### src/rtl/bsd_pkg.sv
// Shared definitions for the bit synchroniser DPLL.
// Assumes: nothing beyond IEEE 1800-2017.
package bsd_pkg;
    // Loop bandwidth mode chosen by the sequencer.
    typedef enum logic [1:0] {
        MD_ACQ  = 2'd0,
        MD_MED  = 2'd1,
        MD_NAR  = 2'd2,
        MD_HOLD = 2'd3
    } loop_mode_t;
endpackage

### src/rtl/bsd_mode_seq.sv
// Loop mode sequencer. Chooses acquire, medium, narrow or hold from the
// control inputs and a window counter of bit periods since acquire fell.
// Assumes: bit_tick pulses once per recovered bit; the window pauses in hold.
module bsd_mode_seq
    import bsd_pkg::*;
#(
    parameter int MED_BITS = 30,
    localparam int CW = $clog2(MED_BITS + 1)
) (
    input  logic       clk,
    input  logic       rst_n,
    input  logic       acq,
    input  logic       hold_n,
    input  logic       bit_tick,
    output loop_mode_t mode
);
    logic [CW-1:0] win_q;
    logic          win_open;

    assign win_open = (win_q < CW'(MED_BITS));

    // Window counter: cleared by acquire, counts bits while the loop is closed.
    always_ff @(posedge clk) begin
        if (!rst_n) begin
            win_q <= CW'(MED_BITS);
        end else if (acq) begin
            win_q <= '0;
        end else if (hold_n && bit_tick && win_open) begin
            win_q <= win_q + CW'(1);
        end
    end

    // Mode decode: acquire overrides hold; hold overrides the window.
    always_comb begin
        if (acq)           mode = MD_ACQ;
        else if (!hold_n)  mode = MD_HOLD;
        else if (win_open) mode = MD_MED;
        else               mode = MD_NAR;
    end
endmodule

### src/rtl/bsd_phase.sv
// Phase accumulator with bounded correction. Counts 0..N-1 per bit,
// N = 2**(MIN_LOG2+div_sel). Crossings are expected at N/2; the error is
// corrected in full in acquire and clamped on every second crossing in the
// medium and narrow modes.
// Assumes: xing is a single-cycle strobe in the reference clock domain.
module bsd_phase
    import bsd_pkg::*;
#(
    parameter int MIN_LOG2 = 7,
    localparam int PW = MIN_LOG2 + 3
) (
    input  logic                 clk,
    input  logic                 rst_n,
    input  logic [1:0]           div_sel,
    input  logic                 xing,
    input  loop_mode_t           mode,
    output logic [PW-1:0]        phase_q,
    output logic [PW:0]          ratio,
    output logic signed [PW:0]   err,
    output logic signed [PW:0]   corr,
    output logic                 in_range,
    output logic                 bit_clk,
    output logic                 smp_stb
);
    logic [PW-1:0]          half;
    logic [PW-1:0]          lim;
    logic signed [PW:0]     lim_s;
    logic signed [PW:0]     clamped;
    logic signed [PW+1:0]   step;
    logic [PW-1:0]          phase_d;
    logic                   pair_q;
    logic                   paired_mode;

    assign ratio    = (PW+1)'(1) << (MIN_LOG2 + int'(div_sel));
    assign half     = PW'(ratio >> 1);
    assign in_range = ({1'b0, phase_q} < ratio);
    assign err      = $signed({1'b0, phase_q}) - $signed({1'b0, half});
    assign paired_mode = (mode == MD_MED) || (mode == MD_NAR);

    // Clamp limit per mode: N/16 in medium, N/64 in narrow.
    always_comb begin
        case (mode)
            MD_MED:  lim = PW'(ratio >> 4);
            MD_NAR:  lim = PW'(ratio >> 6);
            default: lim = '0;
        endcase
        lim_s = $signed({1'b0, lim});
    end

    // Saturate the phase error to the mode limit.
    always_comb begin
        if (err > lim_s)       clamped = lim_s;
        else if (err < -lim_s) clamped = -lim_s;
        else                   clamped = err;
    end

    // Correction actually applied this cycle.
    always_comb begin
        corr = '0;
        if (xing && in_range) begin
            if (mode == MD_ACQ)                corr = err;
            else if (paired_mode && pair_q)    corr = clamped;
        end
    end

    // Next phase: advance by one, subtract the correction, wrap at N.
    always_comb begin
        step = $signed({2'b00, phase_q}) + $signed((PW+2)'(1))
             - $signed({corr[PW], corr});
        if (!in_range)                              phase_d = '0;
        else if (step >= $signed({1'b0, ratio}))    phase_d = PW'(step - $signed({1'b0, ratio}));
        else                                        phase_d = PW'(step);
    end

    // Phase register.
    always_ff @(posedge clk) begin
        if (!rst_n) phase_q <= '0;
        else        phase_q <= phase_d;
    end

    // Crossing-pair toggle: restarts outside the paired modes.
    always_ff @(posedge clk) begin
        if (!rst_n || !paired_mode) pair_q <= 1'b0;
        else if (xing && in_range)  pair_q <= ~pair_q;
    end

    assign bit_clk = in_range && (phase_q < half);
    assign smp_stb = (phase_q == '0);
endmodule

### src/rtl/bsd_quality.sv
// Crossing quality grader. A crossing is good within +/-N/8 of the expected
// time; a bad one clears the flag, GOOD_RUN good ones in a row set it.
// Assumes: valid pulses once per crossing that falls inside the bit range.
module bsd_quality #(
    parameter int PW       = 10,
    parameter int GOOD_RUN = 4,
    localparam int GW = $clog2(GOOD_RUN + 1)
) (
    input  logic                clk,
    input  logic                rst_n,
    input  logic                valid,
    input  logic signed [PW:0]  err,
    input  logic [PW:0]         ratio,
    output logic                quality
);
    logic [GW-1:0]      run_q;
    logic signed [PW:0] win;
    logic               good;

    assign win  = $signed(ratio >> 3);
    assign good = (err <= win) && (err >= -win);

    // Run counter and flag update on each graded crossing.
    always_ff @(posedge clk) begin
        if (!rst_n) begin
            run_q   <= '0;
            quality <= 1'b0;
        end else if (valid) begin
            if (!good) begin
                run_q   <= '0;
                quality <= 1'b0;
            end else if (run_q == GW'(GOOD_RUN - 1)) begin
                quality <= 1'b1;
            end else begin
                run_q <= run_q + GW'(1);
            end
        end
    end
endmodule

### src/rtl/bitsync_dpll.sv
// Top of the multi-mode bit synchroniser DPLL: mode sequencer, phase
// accumulator and quality grader.
// Assumes: all inputs are synchronous to clk.
module bitsync_dpll
    import bsd_pkg::*;
#(
    parameter int MIN_LOG2 = 7,
    parameter int MED_BITS = 30,
    parameter int GOOD_RUN = 4,
    localparam int PW = MIN_LOG2 + 3
) (
    input  logic       clk,
    input  logic       rst_n,
    input  logic [1:0] div_sel,
    input  logic       xing,
    input  logic       acq,
    input  logic       hold_n,
    output logic       bit_clk,
    output logic       smp_stb,
    output logic       quality
);
    loop_mode_t         mode;
    logic [PW-1:0]      phase_q;
    logic [PW:0]        ratio;
    logic signed [PW:0] err;
    logic signed [PW:0] corr;
    logic               in_range;

    bsd_mode_seq #(.MED_BITS(MED_BITS)) u_seq (
        .clk(clk), .rst_n(rst_n), .acq(acq), .hold_n(hold_n),
        .bit_tick(smp_stb), .mode(mode)
    );

    bsd_phase #(.MIN_LOG2(MIN_LOG2)) u_phase (
        .clk(clk), .rst_n(rst_n), .div_sel(div_sel), .xing(xing),
        .mode(mode), .phase_q(phase_q), .ratio(ratio), .err(err),
        .corr(corr), .in_range(in_range), .bit_clk(bit_clk),
        .smp_stb(smp_stb)
    );

    bsd_quality #(.PW(PW), .GOOD_RUN(GOOD_RUN)) u_qual (
        .clk(clk), .rst_n(rst_n), .valid(xing && in_range), .err(err),
        .ratio(ratio), .quality(quality)
    );
endmodule

### config.mk
export PLATFORM = sky130hd
export DESIGN_NAME = bitsync_dpll
export DESIGN_NICKNAME = d
export VERILOG_FILES = /design/src/rtl/bsd_pkg.sv /design/src/rtl/bsd_mode_seq.sv /design/src/rtl/bsd_phase.sv /design/src/rtl/bsd_quality.sv /design/src/rtl/bitsync_dpll.sv
export SDC_FILE = /design/constraint.sdc
export NUM_CORES = 1
export LEC_CHECK = 0
export ABC_CLOCK_PERIOD_IN_PS = 22300
export BUFFER_PORTS_ARGS = -buffer_cell sky130_fd_sc_hd__buf_4
export CAP_MARGIN = 20
export CORE_MARGIN = 2
export CORE_UTILIZATION = 40
export CTS_CLUSTER_DIAMETER = 100
export DETAILED_ROUTE_END_ITERATION = 16
export PLACE_DENSITY = 0.58
export SLEW_MARGIN = 20
export SYNTH_ARGS = -nofsm -noshare
export SYNTH_HDL_FRONTEND = slang
export SYNTH_HIERARCHICAL = 1
export SYNTH_SLANG_ARGS = --single-unit
### constraint.sdc
create_clock -name clk -period 22.3 [get_ports clk]
set_input_delay 6.69 -clock clk [delete_from_list [all_inputs] [get_ports clk]]
set_output_delay 6.69 -clock clk [all_outputs]
set_load 0.005 [all_outputs]
== After elaboration in Yosys (flattened, before gate mapping) ==
Cells that the tools add are included.

* Bits in registers: 20
* Bits of input ports: 7
* Output and inout port bits: 3
* Logic and storage cells: 64

* Add/sub/neg operators: 9
* Order comparisons: 8
* Eq/ne operators: 5
* Shifts and indexed selects: 1
* Multiplexer cells: 16
* Bitwise logic cells: 2
* Reduce and logical (&&, ||, !) cells: 17

{| class="wikitable"
|+ Operators by type and width
! cell !! number
|-
| 11-bit 2-to-1 mux || 5
|-
| 7-bit case mux with 2 select lines || 1
|-
| 12-bit greater-or-equal comparator || 1
|-
| 12-bit by 11-bit subtractor with 12-bit output || 1
|-
| 10-bit by 1-bit adder with 11-bit output (second input constant) || 1
|-
| 11-bit greater-or-equal comparator || 1
|-
| 11-bit greater-than comparator || 1
|-
| 11-bit by 9-bit <= comparator with 1-bit output || 1
|-
| 10-bit by 11-bit less-than comparator with 1-bit output || 1
|-
| 11-bit less-than comparator || 1
|-
| 10-bit negator with 11-bit output || 1
|-
| 8-bit negator with 11-bit output || 1
|-
| 1-bit by 4-bit << shifter with 11-bit output (first input constant) || 1
|-
| 10-bit by 10-bit subtractor with 11-bit output || 1
|-
| 10-bit zero test || 1
|-
| 10-bit less-than comparator || 1
|-
| 10-bit 2-to-1 mux || 1
|-
| 5-bit 2-to-1 mux || 2
|-
| 10-bit subtractor || 1
|-
| 1-bit logical AND || 6
|-
| 2-bit 2-to-1 mux || 3
|-
| 3-bit 2-to-1 mux || 2
|-
| 2-bit AND reduction || 3
|-
| 5-bit by 1-bit adder with 5-bit output (second input constant) || 1
|-
| other kinds (14) || 19
|}

== Longest topological paths before layout ==
* Depth after elaboration: 16
* Depth in mapped cells: 38
* Gate-level depth less buffers: 34

== Hierarchy ==
The synthesis kept the hierarchy.

{| class="wikitable"
|+ Modules (own cells, without submodules)
! module !! times used !! cells an instance !! area an instance (um^2) !! sequential area each (um^2)
|-
| bsd_phase || 1 || 406 || 3009.1 || 220.2
|-
| bsd_quality || 1 || 102 || 812.0 || 80.1
|-
| bsd_mode_seq || 1 || 32 || 272.8 || 100.1
|-
| bitsync_dpll || 1 || 1 || 6.3 || 0.0
|}

== Least setup slack after synthesis ==
No wires, ideal clock.

* Path kind: input to output
* From: input port div_sel[1]
* To: output port bit_clk
* Arrival time: 8.353 ns
* Required time: 15.610 ns
* Path slack: 7.257 ns
* Stages on the path: 9
* Path buffers: 1
* Cell sequence: clkbuf_1 -> nor2b_1 -> inv_1 -> ha_1 -> a21oi_1 -> o21ai_0 -> nand2_1 -> nand2_1 -> nor2_1

* Word-level cells in the longest chain between the ends: 4
* Elaborated cells between the ends (all ways): 5
* Those cells by class: 1 x add/sub; 2 x order compare; 1 x shift; 1 x reduce/logical

{| class="wikitable"
|+ Ends and longest elaborated chain
! element !! RTL line !! source
|-
| start, declared || bitsync_dpll.sv:14 || <nowiki>input logic [1:0] div_sel,</nowiki>
|-
| 3-bit by 2-bit adder with 4-bit output (*) || bsd_phase.sv:34 || <nowiki>assign ratio = (PW+1)'(1) << (MIN_LOG2 + int'(div_sel));</nowiki>
|-
| 1-bit by 4-bit << shifter with 11-bit output (*) || bsd_phase.sv:34 ||
|-
| net ratio[9] || bitsync_dpll.sv:24 || <nowiki>logic [PW:0] ratio;</nowiki>
|-
| 10-bit by 11-bit less-than comparator with 1-bit output / 10-bit less-than comparator (equally long branches) || bsd_phase.sv:36, bsd_phase.sv:87 ||
|-
| 1-bit logical AND (*) || bsd_phase.sv:87 || <nowiki>assign bit_clk = in_range && (phase_q < half);</nowiki>
|-
| end, declared || bitsync_dpll.sv:18 || <nowiki>output logic bit_clk,</nowiki>
|}

The timed path passes the listed nets; every way through them passes the cells marked *.

== Final worst setup path ==
Ends and elaborated chain as after synthesis.

==> flow_metrics.py <==
metrics = {
    "run_status": {
        "outcome": "finished clean",
    },
    "clock_network": {
        "cts_sinks": 20,
        "numCtsBuffers": 3,
        "cts_resized": 0,
        "cts_max_level": 1,
        "clk_pin_slew_ns": 0.09,
        "hold_buffers": 0,
        "postCtsSetupRepairBufs": 0,
        "clockBufferDepth": 2,
        "insertion_delay_ns": 0.27,
        "clock-root-buffer": "clkbuf_8",
        "tritoncts": "yes",
    },
    "setup_path": {
        "timing.rr.start": "u_seq/win_q[1]",
        "crit_family": "simple AND/OR/NAND/NOR gates",
        "end_kind": "output pin",
        "path_buf_inv": 3,
        "worstSetupPathType": "in2out",
        "slowest_delay_ns": 0.56,
        "path_cells": "buf_4 -> nor2b_1 -> inv_1 -> ha_1 -> a21oi_1 -> o21ai_0 -> nand2_1 -> nand2_1 -> nor2_1 -> buf_4",
        "timing.critical_path.arrival_ns": 8.70,
        "cp_max_fo": 11,
        "start_kind": "input port",
        "regToRegEndpoint": "u_phase/phase_q[9]",
        "crit_required_ns": 15.61,
        "slowest_stage": "nor2b_1",
        "rrSetupSlack_ns": 13.24,
        "worstRegToRegCells": 33,
    },
    "power": {
        "pwr-share-comb": 0.854,
        "p_leak_uw": 0.00185,
        "power.switching_uw": 350,
        "p_per_area_mw_per_mm2": 152,
        "peakVddDrop_v": 0.0000659,
        "p_int_uw": 304,
        "pwr-share-seq": 0.087,
        "clkPwrFrac": 0.059,
        "power.share.switching": 0.535,
    },
    "place": {
        "portBuffers": 9,
        "hpwl_microns": 8570,
        "gp_congestion": 0.875,
    },
    "route": {
        "route.vias.total": 3811,
        "drt_iter0_drc": 228,
        "wire_per_inst_microns": 15.4,
        "drc": 0,
        "drtAntennaViolNets": 0,
        "avgViaCountPerCell": 5.67,
        "first_pass_iters": 5,
        "wirelength_microns": 10400,
    },
    "hold_path": {
        "hold_end": "u_qual/run_q[0]",
        "holdPathStages": 2,
        "hold_start": "u_qual/run_q[0]",
        "min_path_type": "reg2reg",
    },
    "floorplanning": {
        "die_h_microns": 105,
        "initial_utilization": 0.412,
        "core_sq_mm": 0.00982,
        "num_rows": 36,
        "die_area_sq_mm": 0.0109,
        "num_io_pins": 10,
        "dieWidth_microns": 105,
    },
    "run": {
        "max_cap_viol_count": 0,
    },
    "synth": {
        "syn-instance-count": 530,
        "avgSynthCellArea_sq_um": 7.63,
        "ys_warn_count": 6,
        "synth_area_sq_mm": 0.00405,
    },
    "final_layout": {
        "fin_nets": 624,
        "fin_util": 0.440,
        "drive_above_1_share": 0.0631,
        "area_delta_synth_final_pct": 6.68,
        "diodes": 0,
    },
    "timing": {
        "fmax_ghz": 0.0650,
        "maxSlewHeadroom": 0.357,
        "skew_ns": 0.00936,
        "tightest_slew_ns": 0.958,
        "rsz0062_at_grt": "no",
        "fin_crit_sh": 0.690,
        "fin_crit_ns": 15.39,
        "setup_tns_ns": 0,
        "hold_viol": 0,
        "report.final.slew_viol_count": 0,
        "setup_viol": 0,
    },
    "global_routing": {
        "grt_pass1_vias": 3653,
        "grt_pass1_wl_microns": 17400,
        "antenna_found_initial": 0,
        "grt.overflow.total": 0,
        "grt_max_degree": 15,
        "grt_usage": 0.192,
    },
}
per-layer routing:
| metal | track usage | routed length (microns) | vias to the layer above |
|---|---|---|---|
| li1 | - | - | 1956 |
| met1 | 0.257 | 5050 | 1770 |
| met2 | 0.337 | 4870 | 75 |
| met3 | 0.0218 | 356 | 10 |
| met4 | 0.0286 | 99 | 0 |
| met5 | 0 | 0 | - |
layout by cell type (no fill, tap or decap), types with 3 or more instances in the layout:
cell	count
nand3_1	24
inv_1	42
o31ai_1	5
o311a_1	4
o211ai_1	3
nor2_1	26
nand3b_1	4
mux2i_1	6
o21a_1	13
a21o_1	7
mux2_2	3
nand2_1	28
a21oi_1	39
and2_1	6
nor3_1	19
or4b_1	3
xor2_1	7
ha_1	74
conb_1	16
buf_4	10
fa_1	3
dfxtp_1	20
a211oi_1	7
nor4_1	3
a22oi_1	6
nand4_1	9
or2_2	3
o31a_1	3
xnor2_1	23
clkbuf_8	3
and3_1	12
or4_1	4
nand2b_1	15
nor2b_1	14
o21ai_0	30
worst max path at each step:
stage,start,to,cells after the start
final,div_sel[1],bit_clk,10
after detailed placement,div_sel[1],bit_clk,10
after floorplan,div_sel[1],bit_clk,9
after global placement,div_sel[1],bit_clk,10
after global routing,div_sel[1],bit_clk,10
after CTS,div_sel[1],bit_clk,10
layout make-up:
cell class,instances,area (sq um)
clock buffer,3,41.3
clock inverter,1,30.0
fill,1021,5500
inverter,42,158
multi-input combinational,463,3450
sequential,20,400
tap,133,166
timing repair buffer,10,75.1
metrics by stage:
stage | total power (uW) | setup WS (ns) | instances | instance area (sq um) | hold slack [ns]
finish | 654 | 6.91 | 672 | 4320 | 0.505
global route | 731 | 6.69 | 672 | 4320 | 0.538
CTS | 650 | 6.91 | 672 | 4320 | 0.516
detailed placement | 607 | 6.93 | 668 | 4250 | 0.502
global placement | 595 | 7.08 | 668 | 4250 | 0.489
floorplan | 492 | 7.26 | 544 | 4100 | 0.468
state kept, by name, summed over array words and instances, names as in the netlist:
| signal | count |
|---|---|
| u_phase/pair_q | 1 |
| u_phase/phase_q | 10 |
| u_qual/run_q | 3 |
| u_qual/quality | 1 |
| u_seq/win_q | 5 |
power groups by stage:
stage | combinational (uW) | sequential (uW) | clock (uW)
2_1_floorplan | 440 | 51.4 | 0
3_5_place_dp | 549 | 58.0 | 0
4_1_cts | 553 | 57.1 | 39.4
5_1_grt | 631 | 58.6 | 41.2
3_3_place_gp | 537 | 58.0 | 0
6_report | 559 | 57.0 | 38.5
worst min-delay path: cells and delay by family (launching register included):
family	cells	cell delay [ns]
flops	1	0.34
compound gates	1	0.05
simple gates	1	0.07
(Power assumes the default switching activity.)
